--- src/rtl/accel_spi_pkg.sv ---
package accel_spi_pkg;
  localparam logic [7:0] OP_WRITE   = 8'h0A;
  localparam logic [7:0] OP_READ    = 8'h0B;
  localparam logic [7:0] ADDR_PWR   = 8'h2D;
  localparam logic [7:0] ADDR_AXIS0 = 8'h0E;

  typedef enum logic [2:0] {
    ST_IDLE,
    ST_CMD,
    ST_ADDR,
    ST_WR_DATA,
    ST_RD_DATA,
    ST_IGNORE
  } xact_state_t;
endpackage

--- src/rtl/spi_pin_sync.sv ---
module spi_pin_sync #(
  parameter int SYNC_STAGES = 2
) (
  input  logic clk,
  input  logic rst_n,
  input  logic sclk_in,
  input  logic cs_n_in,
  input  logic mosi_in,
  output logic sclk_rise,
  output logic sclk_fall,
  output logic cs_fall,
  output logic cs_high,
  output logic cs_high_q,
  output logic mosi_s
);
  localparam int NSIG = 3;
  // bit order {sclk, cs_n, mosi}; chip select resets inactive
  localparam logic [NSIG-1:0] PIN_RST = 3'b010;

  logic [NSIG-1:0] pins_raw;
  logic [NSIG-1:0] pins_s;
  logic [SYNC_STAGES-1:0] chain [NSIG];
  logic sclk_q;

  assign pins_raw = {sclk_in, cs_n_in, mosi_in};

  for (genvar g = 0; g < NSIG; g++) begin : g_sync
    always_ff @(posedge clk or negedge rst_n) begin
      if (!rst_n) chain[g] <= {SYNC_STAGES{PIN_RST[g]}};
      else        chain[g] <= {chain[g][SYNC_STAGES-2:0], pins_raw[g]};
    end
    assign pins_s[g] = chain[g][SYNC_STAGES-1];
  end

  always_ff @(posedge clk or negedge rst_n) begin
    if (!rst_n) begin
      sclk_q    <= 1'b0;
      cs_high_q <= 1'b1;
    end else begin
      sclk_q    <= pins_s[2];
      cs_high_q <= pins_s[1];
    end
  end

  assign sclk_rise = pins_s[2] & ~sclk_q;
  assign sclk_fall = ~pins_s[2] & sclk_q;
  assign cs_high   = pins_s[1];
  assign cs_fall   = cs_high_q & ~pins_s[1];
  assign mosi_s    = pins_s[0];
endmodule

--- src/rtl/spi_byte_shift.sv ---
module spi_byte_shift (
  input  logic       clk,
  input  logic       rst_n,
  input  logic       clear,
  input  logic       sclk_rise,
  input  logic       sclk_fall,
  input  logic       mosi,
  input  logic       load,
  input  logic [7:0] load_byte,
  output logic       byte_done,
  output logic [7:0] rx_byte,
  output logic       tx_bit
);
  logic [2:0] bit_cnt;
  logic [6:0] rx_sh;
  logic [7:0] tx_sh;

  assign byte_done = sclk_rise && !clear && (bit_cnt == 3'd7);
  assign rx_byte   = {rx_sh, mosi};
  assign tx_bit    = tx_sh[7];

  always_ff @(posedge clk or negedge rst_n) begin
    if (!rst_n) begin
      bit_cnt <= '0;
      rx_sh   <= '0;
      tx_sh   <= '0;
    end else if (clear) begin
      bit_cnt <= '0;
      rx_sh   <= '0;
      tx_sh   <= '0;
    end else begin
      if (sclk_rise) begin
        rx_sh   <= {rx_sh[5:0], mosi};
        bit_cnt <= bit_cnt + 3'd1;
      end
      // a falling edge right after a byte boundary must not consume the fresh MSB
      if (load)                            tx_sh <= load_byte;
      else if (sclk_fall && bit_cnt != 0)  tx_sh <= {tx_sh[6:0], 1'b0};
    end
  end

  assert_abort_clears_R8: assert property (@(posedge clk) disable iff (!rst_n)
    clear |=> (bit_cnt == 3'd0));
endmodule

--- src/rtl/accel_regs.sv ---
module accel_regs
  import accel_spi_pkg::*;
#(
  parameter int AXIS_W = 16
) (
  input  logic              clk,
  input  logic              rst_n,
  input  logic              capture,
  input  logic [AXIS_W-1:0] axis_x,
  input  logic [AXIS_W-1:0] axis_y,
  input  logic [AXIS_W-1:0] axis_z,
  input  logic              wr_en,
  input  logic [7:0]        wr_addr,
  input  logic [7:0]        wr_data,
  input  logic [7:0]        rd_addr,
  output logic [7:0]        rd_data,
  output logic              meas_en
);
  localparam int AXIS_BYTES   = AXIS_W / 8;
  localparam int SHADOW_BYTES = 3 * AXIS_BYTES;
  localparam int IDX_W        = $clog2(SHADOW_BYTES);
  localparam logic [7:0] SHADOW_N = 8'(SHADOW_BYTES);

  logic [3*AXIS_W-1:0] flat;
  logic [7:0] shadow [SHADOW_BYTES];
  logic [7:0] pwr_reg;
  logic [7:0] off;

  assign flat = {axis_z, axis_y, axis_x};

  for (genvar g = 0; g < SHADOW_BYTES; g++) begin : g_shadow
    always_ff @(posedge clk or negedge rst_n) begin
      if (!rst_n)       shadow[g] <= '0;
      else if (capture) shadow[g] <= flat[8*g +: 8];
    end
  end

  always_ff @(posedge clk or negedge rst_n) begin
    if (!rst_n)                             pwr_reg <= '0;
    else if (wr_en && wr_addr == ADDR_PWR)  pwr_reg <= wr_data;
  end

  assign off = rd_addr - ADDR_AXIS0;

  always_comb begin
    rd_data = 8'h00;
    if (rd_addr == ADDR_PWR)                          rd_data = pwr_reg;
    else if (rd_addr >= ADDR_AXIS0 && off < SHADOW_N) rd_data = shadow[off[IDX_W-1:0]];
  end

  assign meas_en = pwr_reg[1];

  assert_pwr_only_by_write_R10: assert property (@(posedge clk) disable iff (!rst_n)
    !$stable(pwr_reg) |-> ($past(wr_en) && $past(wr_addr) == ADDR_PWR));
  assert_meas_tracks_write_R2: assert property (@(posedge clk) disable iff (!rst_n)
    (wr_en && wr_addr == ADDR_PWR) |=> (meas_en == $past(wr_data[1])));
endmodule

--- src/rtl/accel_spi_target.sv ---
module accel_spi_target
  import accel_spi_pkg::*;
#(
  parameter int SYNC_STAGES = 2,
  parameter int AXIS_W      = 16
) (
  input  logic              clk,
  input  logic              rst_n,
  input  logic              spi_sclk,
  input  logic              spi_cs_n,
  input  logic              spi_mosi,
  output logic              spi_miso,
  input  logic [AXIS_W-1:0] axis_x,
  input  logic [AXIS_W-1:0] axis_y,
  input  logic [AXIS_W-1:0] axis_z,
  output logic              meas_en,
  output logic              wr_pulse
);
  logic sclk_rise, sclk_fall, cs_fall, cs_high, cs_high_q, mosi_s;
  logic byte_done, tx_bit, load;
  logic [7:0] rx_byte, rd_addr, rd_data, ptr;
  logic wr_en, is_read;
  xact_state_t state;

  spi_pin_sync #(.SYNC_STAGES(SYNC_STAGES)) u_sync (
    .clk(clk), .rst_n(rst_n),
    .sclk_in(spi_sclk), .cs_n_in(spi_cs_n), .mosi_in(spi_mosi),
    .sclk_rise(sclk_rise), .sclk_fall(sclk_fall), .cs_fall(cs_fall),
    .cs_high(cs_high), .cs_high_q(cs_high_q), .mosi_s(mosi_s)
  );

  assign rd_addr = (state == ST_ADDR) ? rx_byte : ptr;
  assign load    = byte_done && ((state == ST_ADDR && is_read) || state == ST_RD_DATA);
  assign wr_en   = byte_done && (state == ST_WR_DATA);

  spi_byte_shift u_shift (
    .clk(clk), .rst_n(rst_n), .clear(cs_high),
    .sclk_rise(sclk_rise), .sclk_fall(sclk_fall), .mosi(mosi_s),
    .load(load), .load_byte(rd_data),
    .byte_done(byte_done), .rx_byte(rx_byte), .tx_bit(tx_bit)
  );

  accel_regs #(.AXIS_W(AXIS_W)) u_regs (
    .clk(clk), .rst_n(rst_n), .capture(cs_fall),
    .axis_x(axis_x), .axis_y(axis_y), .axis_z(axis_z),
    .wr_en(wr_en), .wr_addr(ptr), .wr_data(rx_byte),
    .rd_addr(rd_addr), .rd_data(rd_data), .meas_en(meas_en)
  );

  always_ff @(posedge clk or negedge rst_n) begin
    if (!rst_n) begin
      state    <= ST_IDLE;
      is_read  <= 1'b0;
      ptr      <= '0;
      wr_pulse <= 1'b0;
    end else begin
      wr_pulse <= wr_en;
      if (cs_fall) begin
        state <= ST_CMD;
      end else if (cs_high) begin
        state <= ST_IDLE;
      end else if (byte_done) begin
        unique case (state)
          ST_CMD: begin
            if (rx_byte == OP_WRITE) begin
              is_read <= 1'b0;
              state   <= ST_ADDR;
            end else if (rx_byte == OP_READ) begin
              is_read <= 1'b1;
              state   <= ST_ADDR;
            end else begin
              state   <= ST_IGNORE;
            end
          end
          ST_ADDR: begin
            if (is_read) begin
              ptr   <= rx_byte + 8'd1;
              state <= ST_RD_DATA;
            end else begin
              ptr   <= rx_byte;
              state <= ST_WR_DATA;
            end
          end
          ST_WR_DATA: state <= ST_IGNORE;
          ST_RD_DATA: ptr   <= ptr + 8'd1;
          default: ;
        endcase
      end
    end
  end

  assign spi_miso = (state == ST_RD_DATA) ? tx_bit : 1'b0;

  assert_pulse_one_cycle_R3: assert property (@(posedge clk) disable iff (!rst_n)
    wr_pulse |=> !wr_pulse);
  assert_pulse_from_data_R7: assert property (@(posedge clk) disable iff (!rst_n)
    wr_pulse |-> ($past(state) == ST_WR_DATA));
  assert_miso_quiet_R9: assert property (@(posedge clk) disable iff (!rst_n)
    (cs_high && cs_high_q) |-> !spi_miso);
  assert_header_quiet_R9: assert property (@(posedge clk) disable iff (!rst_n)
    (state == ST_CMD || state == ST_ADDR) |-> !spi_miso);
endmodule

--- config.mk ---
export PLATFORM = sky130hd
export DESIGN_NAME = accel_spi_target
export DESIGN_NICKNAME = d
export VERILOG_FILES = /design/src/rtl/accel_spi_pkg.sv /design/src/rtl/spi_pin_sync.sv /design/src/rtl/spi_byte_shift.sv /design/src/rtl/accel_regs.sv /design/src/rtl/accel_spi_target.sv
export SDC_FILE = /design/constraint.sdc
export NUM_CORES = 1
export LEC_CHECK = 0
export ABC_CLOCK_PERIOD_IN_PS = 4400
export BUFFER_PORTS_ARGS = -buffer_cell sky130_fd_sc_hd__buf_2
export CAP_MARGIN = 20
export CORE_ASPECT_RATIO = 0.6
export CORE_UTILIZATION = 30
export CTS_CLUSTER_SIZE = 30
export DETAILED_ROUTE_END_ITERATION = 6
export REMOVE_ABC_BUFFERS = 1
export SKIP_LAST_GASP = 1
export SLEW_MARGIN = 20
export SYNTH_ARGS = -nofsm -noshare
export SYNTH_HDL_FRONTEND = slang
export SYNTH_SLANG_ARGS = --single-unit
--- constraint.sdc ---
create_clock -name clk -period 4.4 [get_ports clk]
set_input_delay 0.44 -clock clk [delete_from_list [all_inputs] [get_ports clk]]
set_output_delay 0.44 -clock clk [all_outputs]
set_load 0.005 [all_outputs]
## Word-level counts from Yosys, hierarchy flattened

Cells that the tools add are included.

| cells by class | value |
|---|---|
| magnitude comparators | 3 |
| bitwise operators | 8 |
| reduce and logical (&&, ||, !) cells | 20 |
| mux-type cells | 25 |
| eq/ne operators | 9 |
| $add $sub $neg | 4 |

Operator list:

| cell | number |
|---|---|
| 8-bit 2-to-1 mux | 9 |
| 8-bit binary-select mux with 3-bit select | 1 |
| 3-bit 2-to-1 mux | 8 |
| 8-bit by 1-bit adder with 8-bit output, second input constant | 2 |
| 8-bit by 4-bit equality test with 1-bit output, second input constant | 2 |
| 8-bit by 6-bit equality test with 1-bit output, second input constant | 2 |
| 8-bit case mux with 2 select lines | 1 |
| 7-bit 2-to-1 mux | 2 |
| 3-bit case mux with 3 select lines | 1 |
| 3-bit nonzero test | 3 |
| 8-bit by 4-bit greater-or-equal comparator with 1-bit output, second input constant | 1 |
| 1-bit logical AND | 8 |
| 8-bit by 3-bit less-than comparator with 1-bit output, second input constant | 1 |
| 8-bit by 4-bit subtractor with 8-bit output, second input constant | 1 |
| 3-bit by 2-bit equality test with 1-bit output, second input constant | 2 |
| 3-bit equality test, second input constant | 2 |
| 2-bit nonzero test | 3 |
| 5-bit AND reduction | 1 |
| 5-bit nonzero test | 1 |
| 4-bit greater-or-equal comparator, second input constant | 1 |
| 1-bit NOT | 4 |
| 3-bit NOT with 4-bit output | 1 |
| 4-bit AND reduction | 1 |
| 3-bit by 1-bit adder with 3-bit output, second input constant | 1 |
| 6 further kinds | 10 |

| word-level totals | value |
|---|---|
| register bits | 95 |
| input port bits | 53 |
| word-level logic and storage cells | 88 |
| output and inout bits | 3 |

## Logic depth before layout (Yosys ltp)

| logic depth | value |
|---|---|
| depth in word-level cells | 11 |
| gate-level depth with buffers | 12 |
| mapped depth without buffers | 9 |

## By module

A second synthesis with hierarchy kept.

| unflattened totals | value |
|---|---|
| cell total of the unflattened synthesis | 397 |
| area, all modules | 4,823.4 µm² |

By module, submodules not included:

| module | cells each | area each (µm²) | seq. area each (µm²) | instances |
|---|---|---|---|---|
| accel_regs | 190 | 2,647.5 | 1,401.3 | 1 |
| accel_spi_target | 122 | 1,057.3 | 325.3 | 1 |
| spi_byte_shift | 74 | 893.4 | 450.4 | 1 |
| spi_pin_sync | 11 | 225.2 | 203.9 | 1 |

## Worst setup path before layout

OpenSTA, ideal clock, no wires.

| timing | value |
|---|---|
| path type | register to register |
| start | register state[0] |
| end | register u_shift.tx_sh[1] |
| path slack | 1.721 ns |
| path buffers | 2 |
| clock period less this slack | 2.679 ns |
| arrival | 2.553 ns |
| cell stages (with the launch flop) | 12 |
| library setup time | 0.126 ns |
| path through | dfrtp_1 > or3b_1 > buf_6 > mux2i_4 > inv_2 > buf_6 > ha_1 > nand3_1 > xnor2_1 > a22oi_1 > a2111oi_0 > a221o_1 |

| on the way | value |
|---|---|
| longest elaborated chain between the ends | 11 |
| elaborated cells between the ends (all ways) | 20 |

Ends and longest elaborated chain:

| what | line | source |
|---|---|---|
| start, declared | accel_spi_target.sv:23 | `xact_state_t state;` |
| start signal, assigned | accel_spi_target.sv:52 | `state <= ST_IDLE;` |
| start signal, assigned | accel_spi_target.sv:59 | `state <= ST_CMD;` |
| start signal, assigned | accel_spi_target.sv:61 | `state <= ST_IDLE;` |
| branches (longest 11 deep; another with 8-bit by 4-bit subtractor with 8-bit output) | -- |  |
| end signal, assigned | spi_byte_shift.sv:37 | `if (load) tx_sh <= load_byte;` |
| end signal, assigned | spi_byte_shift.sv:38 | `else if (sclk_fall && bit_cnt != 0) tx_sh <= {tx_sh[6:0], 1'b0};` |
| end, declared | spi_byte_shift.sv:16 | `logic [7:0] tx_sh;` |

Several ways; the timed one is not identified. The select of a mux whose other input is x is not followed.
A chain may end at the register's enable or synchronous reset.

## Worst setup path in the final report

| timing | value |
|---|---|
| start | register state[2] |
| end | register u_shift.tx_sh[2] |

Same word-level chain as after synthesis.

==> flow_summary.yaml <==
sta:
  hold_violations: 0
  max_freq_mhz: 295.6
  rsz0062_at_grt: "false"
  drv_slew: 0
  fin_setup_tns_ns: 0
  setup-violations-final: 0
  worst_pin_slew_ns: 0.9037
  post-route-period-util_pct: 76.87
  period_needed_ns: 3.382
  fin_skew_ns: 0.005241
  maxSlewHeadroom_pct: 39.75
  hold_ws_ns: 0.1948
drt:
  wl_met3_um: 785
  drt_pre_antenna_iters: 4
  drt-vias-per-instance: 5.092
  top_layer: "met4"
  wl_met2_mm: 5.050
  vias: 3911
  wirelength_mm: 12.69
  drc: 0
  wire_per_inst_um: 16.52
  antenna_left: 0
  met1_length_mm: 6.777
  drtIter0Drc: 257
layout:
  area_growth_pct: 14.04
  layout_common_cells: "92 x dfrtp_1, 67 x nand2_1, 55 x mux2_2"
  regArea_um2: 2381
  num-nets-final: 596
  antenna_cells: 0
  drive_above_1_share_pct: 26.30
  regMostFlops: "u_regs.shadow"
  largest_reg_flops: 48
  final_common_cell: "dfrtp_1"
  num-fill-cells: 1683
  fin_util_pct: 35.64
  multi_input_area_um2: 2542
die:
  die_y_um: 103.5
  boundaryPins: 56
  initial_core_util_pct: 31.25
  die_w_um: 171.2
  rows: 36
  coreArea_um2: 16490
  die_area_um2: 17720
worst_setup_path:
  worstSetupPathType: "register to register"
  cp.arrival_ns: 3.61
  worst_setup_path_start_kind: "register"
  crit_required_ns: 4.63
  crit_fanout: 16
  end_kind: "register"
clock_network:
  clock-sinks: 95
  clock_latency_ns: 0.34
  clockBufferDepth: 2
  ctsResizeCount: 0
  cts_buffers: 9
  tritoncts: "done"
  root_buffer: "clkbuf_16"
  postCtsSetupBuffers: 0
  path_clk_slew_ns: 0.07
  hold_buffers: 0
  h-tree-depth: 3
grt:
  grt_overflow: 0
  grt_max_degree: 66
  grtUsageTotal_pct: 15.12
  antenna_found_initial: 0
  grt_pass1_vias: 3910
  grt_pass1_wl_mm: 20.89
logic_synthesis:
  ys.flop_type: "dfrtp_1"
  avgSynthCellArea_um2: 10.28
  synth-xor-area-share_pct: 1.700
  yosysWarnings: 0
  syn-instance-count: 501
  synth_seq_cells: 95
  synth_top_family_by_area: "multiplexers"
  muxShareOfSynthArea_pct: 16.00
  synth_simple_gate_area_share_pct: 14.93
  synthAdderAreaFrac_pct: 1.943
  synth_edf_count: 0
  syn-cell-area_um2: 5152
  async_flop_share_pct: 100.0
  yosysSeqAreaShare_pct: 46.21
  synth-compound-area-share_pct: 14.62
  synth.distinct_cells: 60
placement:
  gp_congestion: 0.8613
  io_buffers: 55
  dp_hpwl_mm: 9.345
power_and_ir_drop:
  p_per_area_nw_per_um2: 338.5
  leakage_nw: 2.508
  peakVddDrop_mv: 0.1562
run:
  maxCapViolCount: 0
status:
  status: "finished, final reports clean"
worst_hold_path:
  min_path_type: "input port to register"
==> path summary, 6_finish.rpt <==
path	from	end	slack, ns	depth (start not counted)
hold reg to reg	u_sync.chain[0]	u_sync.chain[1]	0.35	0
hold / removal	spi_cs_n	u_sync.chain[2]	0.19	1
setup reg to reg	state[2]	u_shift.tx_sh[2]	1.02	9
min in group asynchronous	rst_n	u_regs.shadow[30]	0.20	1
max in group asynchronous	rst_n	u_sync.cs_high_q	3.23	2
setup / recovery	state[2]	u_shift.tx_sh[2]	1.02	9
==> metal layers <==
metal / vias to the layer above / track usage (%)
li1: 1857 / -
met1: 1950 / 23.92
met2: 97 / 20.59
met3: 7 / 3.477
met4: 0 / 2.742
met5: - / 0
==> per-stage QoR <==
| step | cell area, um2 | power [mW] | cells | worst slack (ns) |
|---|---|---|---|---|
| 4_1_cts | 5876 | 2.013 | 768 | 1.029 |
| 3_3_place_gp | 5580 | 1.206 | 752 | 1.113 |
| 3_5_place_dp | 5580 | 1.218 | 752 | 1.045 |
| 5_1_grt | 5876 | 2.074 | 768 | 0.8194 |
| 6_report | 5876 | 1.989 | 768 | 1.018 |
| 2_1_floorplan | 4980 | 1.125 | 465 | 1.120 |
==> synth_stat cells, drive strengths merged, types with 3 or more instances <==
| master | n | area share (%) |
|---|---|---|
| inv | 17 | 1.2 |
| nor2 | 13 | 0.95 |
| nor4 | 3 | 0.36 |
| dfstp | 3 | 1.5 |
| a221o | 5 | 0.97 |
| clkbuf | 24 | 1.7 |
| nor3 | 4 | 0.39 |
| a2111oi | 6 | 1.0 |
| dfrtp | 92 | 45 |
| nand3 | 6 | 0.58 |
| o21ai | 21 | 2.0 |
| nand4 | 5 | 0.61 |
| o211ai | 10 | 1.5 |
| nor2b | 4 | 0.49 |
| mux2 | 55 | 12 |
| a31o | 3 | 0.51 |
| xor2 | 6 | 1.0 |
| a21oi | 40 | 3.9 |
| o32a | 3 | 0.58 |
| o221ai | 7 | 1.2 |
| buf | 12 | 1.6 |
| xnor2 | 4 | 0.68 |
| nand2b | 22 | 2.7 |
| nor3b | 6 | 0.97 |
| mux2i | 18 | 4.0 |
| nand2 | 67 | 4.9 |
| nand3b | 6 | 0.87 |
| ha | 8 | 1.9 |
==> worst max-delay path: stages, from the launching register on <==
cell and delay [ns]:
dfrtp_1 0.49, or3b_1 0.72, mux2i_4 0.34, inv_2 0.18
ha_1 0.23, nand3_1 0.11, xnor2_1 0.14, a22oi_1 0.49
a2111oi_0 0.16, a221o_1 0.40
==> where the power goes <==
part	switching, mW	internal [mW]	leakage [nW]
Sequential	0.0551	0.945	1.20
Combinational	0.0910	0.106	1.17
Clock	0.347	0.444	0.147
==> kinds of logic after synthesis <==
family	count (synthesis)
AOI/OAI and AO/OA	113
xor gates and xnor gates	10
adders and majority gates	8
buffers and inverters	53
DFF	95
muxes	73
and+or+nand+nor	149
==> layout make-up <==
class                   instances  share of cell area, %
multi-input cells             353                  43.27
flip-flops and latches         95                  40.52
repair buffers                 59                  5.238
well taps                     228                  4.855
clock buffers                  10                  3.897
clock inverters                 6                  1.129
inverters                      17                  1.086
No activity file was read; power rests on OpenSTA's default activity.
